<file path="src/rtl/rti_pkg.sv">
package rti_pkg;
  // number of selectable stretch codes for a given code width
  function automatic int num_rates(input int rate_w);
    return 1 << rate_w;
  endfunction
  // total free-running counter width: base bits plus largest stretch exponent
  function automatic int count_width(input int base_log2, input int rate_w);
    return base_log2 + (1 << rate_w) - 1;
  endfunction
endpackage

</file>
<file path="src/rtl/rti_divider.sv">
module rti_divider #(
  parameter int CW = 16
) (
  input  logic          clk,
  input  logic          rst,
  output logic [CW-1:0] count
);
  always_ff @(posedge clk) begin
    if (rst) count <= '0;
    else     count <= count + 1'b1;
  end
endmodule

</file>
<file path="src/rtl/rti_rate_match.sv">
module rti_rate_match #(
  parameter int BASE_LOG2 = 13,
  parameter int RATE_W    = 2,
  localparam int NR = rti_pkg::num_rates(RATE_W),
  localparam int CW = rti_pkg::count_width(BASE_LOG2, RATE_W)
) (
  input  logic [CW-1:0]     count,
  input  logic [RATE_W-1:0] rate,
  output logic              hit
);
  logic [NR-1:0] boundary;
  // one boundary detector per stretch code: low BASE_LOG2+i bits all ones
  for (genvar i = 0; i < NR; i++) begin : g_code
    assign boundary[i] = &count[BASE_LOG2+i-1:0];
  end
  assign hit = boundary[rate];
endmodule

</file>
<file path="src/rtl/rti_flag.sv">
module rti_flag (
  input  logic clk,
  input  logic rst,
  input  logic set_evt,
  input  logic clr_evt,
  output logic flag
);
  always_ff @(posedge clk) begin
    if (rst)          flag <= 1'b0;
    else if (set_evt) flag <= 1'b1;   // timeout wins over a same-cycle clear
    else if (clr_evt) flag <= 1'b0;
  end
endmodule

</file>
<file path="src/rtl/rti_timer.sv">
module rti_timer #(
  parameter int BASE_LOG2 = 13,
  parameter int RATE_W    = 2
) (
  input  logic              clk,
  input  logic              rst,
  input  logic [RATE_W-1:0] rate_sel,
  input  logic              irq_en,
  input  logic              clr_stb,
  input  logic              clr_bit,
  output logic              tmo_flag,
  output logic              irq
);
  localparam int CW = rti_pkg::count_width(BASE_LOG2, RATE_W);

  logic [CW-1:0] free_cnt;
  logic          tick_hit;
  logic          clr_req;

  rti_divider #(.CW(CW)) u_div (
    .clk   (clk),
    .rst   (rst),
    .count (free_cnt)
  );

  rti_rate_match #(.BASE_LOG2(BASE_LOG2), .RATE_W(RATE_W)) u_match (
    .count (free_cnt),
    .rate  (rate_sel),
    .hit   (tick_hit)
  );

  assign clr_req = clr_stb & clr_bit;

  rti_flag u_flag (
    .clk     (clk),
    .rst     (rst),
    .set_evt (tick_hit),
    .clr_evt (clr_req),
    .flag    (tmo_flag)
  );

  assign irq = tmo_flag & irq_en;
endmodule

</file>
<file path="config.mk">
export PLATFORM = sky130hd
export DESIGN_NAME = rti_timer
export DESIGN_NICKNAME = d
export VERILOG_FILES = /design/src/rtl/rti_pkg.sv /design/src/rtl/rti_divider.sv /design/src/rtl/rti_rate_match.sv /design/src/rtl/rti_flag.sv /design/src/rtl/rti_timer.sv
export SDC_FILE = /design/constraint.sdc
export NUM_CORES = 1
export LEC_CHECK = 0
export CORE_UTILIZATION = 58
export DETAILED_ROUTE_END_ITERATION = 7
export GPL_TIMING_DRIVEN = 0
export PLACE_DENSITY = 0.81
export SLEW_MARGIN = 20
export SYNTH_ARGS = -nofsm -noshare
export SYNTH_HDL_FRONTEND = slang
export SYNTH_HIERARCHICAL = 1
export SYNTH_SLANG_ARGS = --single-unit
</file>
<file path="constraint.sdc">
create_clock -name clk -period 3 [get_ports clk]
set_clock_uncertainty 0.05 [all_clocks]
set_input_delay 0.45 -clock clk [delete_from_list [all_inputs] [get_ports clk]]
set_output_delay 0.45 -clock clk [all_outputs]
set_load 0.01 [all_outputs]
</file>
==> flow_summary.yaml <==
run_status:
  status: "finished, final reports clean"
worst_hold_path:
  hold_path_startpoint: "u_div/count[0]"
  hold_path_class: "reg2reg"
synth:
  synth_cell_area_sq_um: 873
  synth_fp_nets: 104
  synth.yosys.seq_area_share_pct: 39.0
  yosys_warnings: 6
  ys_seq_elements: 17
  mean_area_per_synthesized_cell_sq_um: 9.10
  post_synth_inst_count: 96
  netlist-cell-type-count: 28
detailed_routing:
  antenna_left: 0
  via_count: 754
  dr.pass1.iters: 4
  detail_route.vias_per_cell: 6.13
  drc: 0
  finalWirelength_mm: 1.73
  wire_per_inst_microns: 14.0
  drtIter0Drc: 21
pwr:
  combinationalPowerShare_pct: 5.7
  cellLeakagePower_nw: 0.359
  power_frac_seq_pct: 62.1
  vdd_drop_max_mv: 0.276
  net-switching-power_w: 0.0000875
  power_per_cell_area_mw_per_mm2: 378
  portion_of_total_power_attributed_to_the_clock_network_pct: 32.2
  sw_frac_of_total_pct: 23.2
  p_int_w: 0.000290
sta:
  final.setup.worst_slack_ps: 978
  fin_tns_setup_ps: 0
  rsz0062_at_grt: "false"
  setup_viol: 0
  timing.final.crit_period_ps: 2020
  slew_violations: 0
  worst-slew-pin-transition_ps: 453
  fmax_mhz: 495
  layout_worst_path_cycle_share_pct: 67.4
  relSlewSlack_pct: 69.8
  hold_viol_final: 0
clock_tree:
  ctsHoldBuffers: 0
  ctsResizeCount: 0
  post-cts-setup-buffers: 0
  clock_sinks: 17
  cts_max_level: 1
  cts.path.max_buffers: 2
  clk_pin_slew_ps: 100
  cts_tree: "done"
  clk-insertion-delay-late_ps: 290
  cts_made_buffers: 3
  cts.root.buffer_cell: "sky130_fd_sc_hd__clkbuf_4"
global_route:
  number_of_antenna_violations_at_the_first_check_in_global_routing: 0
  grt_pass1_vias: 616
  grt_pass1_wl_mm: 2.59
  grt_max_degree: 11
  grt_util_all_layers_pct: 23.7
  grt_overflow: 0
floorplanning:
  die-area_sq_mm: 0.00167
  floorplan.rows: 13
  die_width_microns: 40.8
  floorplan.initialDensity_pct: 64.7
  design.portCount: 9
  fp.dieH_microns: 40.8
  core_sq_mm: 0.00135
final_layout:
  post_route_cells_drive_above_1_share_pct: 11.1
  fillCellCount: 104
  mostFrequentLayoutCells: "sky130_fd_sc_hd__dfxtp_1 (17), sky130_fd_sc_hd__clkdlybuf4s50_1 (8), sky130_fd_sc_hd__nor2_1 (8)"
  syn_to_final_growth_pct: 14.5
  mostFrequentLayoutCell: "sky130_fd_sc_hd__dfxtp_1"
  final_nets: 117
  insertedDiodeCount: 0
setup_path:
  worst-r2r-setup-slack_ps: 1280
  worstPathCellList: "clkdlybuf4s50_1 -> and2_1 -> clkdlybuf4s50_1"
  worstSetupStartpoint: "irq_en"
  required_ps: 2500
  critical_path.top_delay_family: "buffers and inverters"
  critical_path.slowest_cell: "sky130_fd_sc_hd__clkdlybuf4s50_1"
  critPathArrivalTime_ps: 1520
  kind_of_critical_path: "in2out"
  critical_path.max_fanout: 1
  worstSetupEndpointType: "primary output"
  critical_path.max_stage_delay_ps: 530
  critical_path.startpoint_type: "input pin"
  cp_num_buf_inv: 2
  timing.critical_path.mode_cell: "sky130_fd_sc_hd__clkdlybuf4s50_1"
  regToRegStartpoint: "u_div/count[0]"
job:
  maxCapViolCount: 0
placed_design:
  detailed_place_hpwl_mm: 1.24
  worst_slack_at_placement_ps: 943
  port-buffer-count: 8
  placer_congestion_estimate: 0.748
==> layer usage <==
| metal | up-vias | part of all wire, % | global-route usage [%] |
|---|---|---|---|
| li1 | 374 | - | - |
| met1 | 355 | 45 | 28.1 |
| met2 | 21 | 50 | 40.6 |
| met3 | 4 | 3.7 | 3.26 |
| met4 | 0 | 1.1 | 12.5 |
| met5 | - | 0 | 0 |
==> path summary, 6_finish.rpt <==
kind,to,cells after the start
worst min register to register,u_div/count[0],1
worst max register to register,u_div/count[10],4
worst min-delay path,u_div/count[0],1
worst max-delay path,irq,3
==> final cells by class <==
| cell class | count | area [sq um] | share of cell area (%) |
|---|---|---|---|
| multi-input cells | 71 | 495 | 49.6 |
| flip-flops and latches | 17 | 340 | 34.0 |
| repair buffers | 8 | 80.1 | 8.01 |
| clock buffers | 3 | 22.5 | 2.25 |
| plain buffers | 3 | 18.8 | 1.88 |
| inverters | 5 | 18.8 | 1.88 |
| well taps | 15 | 18.8 | 1.88 |
| clock inverters | 1 | 5.00 | 0.501 |
==> power groups by stage <==
stage / registers, W / clock network, W / logic, W
6_report: 0.000235 / 0.000122 / 0.0000215
5_1_grt: 0.000235 / 0.000132 / 0.0000239
4_1_cts: 0.000234 / 0.000126 / 0.0000216
3_5_place_dp: 0.000240 / 0 / 0.0000212
3_3_place_gp: 0.000240 / 0 / 0.0000205
2_1_floorplan: 0.000238 / 0 / 0.0000104
==> synthesized netlist by cell type <==
master,number,area share (%)
sky130_fd_sc_hd__nor2_1,8,3.4
sky130_fd_sc_hd__ha_1,1,1.4
sky130_fd_sc_hd__a2111oi_2,1,1.7
sky130_fd_sc_hd__and2_1,2,1.4
sky130_fd_sc_hd__nor4_1,2,1.4
sky130_fd_sc_hd__nand4_2,1,1.4
sky130_fd_sc_hd__nand3_1,7,4.0
sky130_fd_sc_hd__nand4_1,3,2.1
sky130_fd_sc_hd__or4_1,4,3.4
sky130_fd_sc_hd__clkbuf_1,2,0.86
sky130_fd_sc_hd__xor2_1,2,2.0
sky130_fd_sc_hd__buf_6,1,1.3
sky130_fd_sc_hd__nor4_4,2,4.9
sky130_fd_sc_hd__a21oi_1,7,4.0
sky130_fd_sc_hd__mux2_2,1,1.3
sky130_fd_sc_hd__nand2_1,6,2.6
sky130_fd_sc_hd__nand4_4,1,2.4
sky130_fd_sc_hd__inv_1,5,2.1
sky130_fd_sc_hd__or3_1,3,2.1
sky130_fd_sc_hd__xnor2_1,1,1.0
sky130_fd_sc_hd__o21ai_0,4,2.3
sky130_fd_sc_hd__o31ai_1,4,3.4
sky130_fd_sc_hd__a211o_1,1,1.0
sky130_fd_sc_hd__nor2b_1,5,3.6
sky130_fd_sc_hd__nand2b_1,1,0.72
sky130_fd_sc_hd__dfxtp_1,17,39
sky130_fd_sc_hd__mux2_1,3,3.9
sky130_fd_sc_hd__a21oi_2,1,1.0
==> flip-flops by register name (all words and copies together), names as in the netlist <==
name / flops
u_div/count: 16
u_flag/flag: 1
==> stage by stage <==
stage	hold slack (ps)	cells	power [W]	instance area (sq um)	utilization (%)
6_report	457	123	0.000378	1000	74.1
3_5_place_dp	433	119	0.000261	972	72.0
3_3_place_gp	425	119	0.000260	972	72.0
5_1_grt	469	123	0.000391	1000	74.1
2_1_floorplan	403	96	0.000249	873	-
4_1_cts	455	123	0.000382	1000	74.1
==> kinds of logic (layout without fill, tap and decap cells) <==
logic type                 Yosys count  in the layout  synth area share (%)
DFF                                 17             17                  39.0
adders and majority gates            1              1                  1.43
buffers and inverters                8             20                  4.30
and+or+nand+nor                     45             45                  33.7
xor gates and xnor gates             3              3                  3.01
AOI/OAI and AO/OA                   18             18                  13.5
muxes                                4              4                  5.16
(Power assumes the default switching activity.)
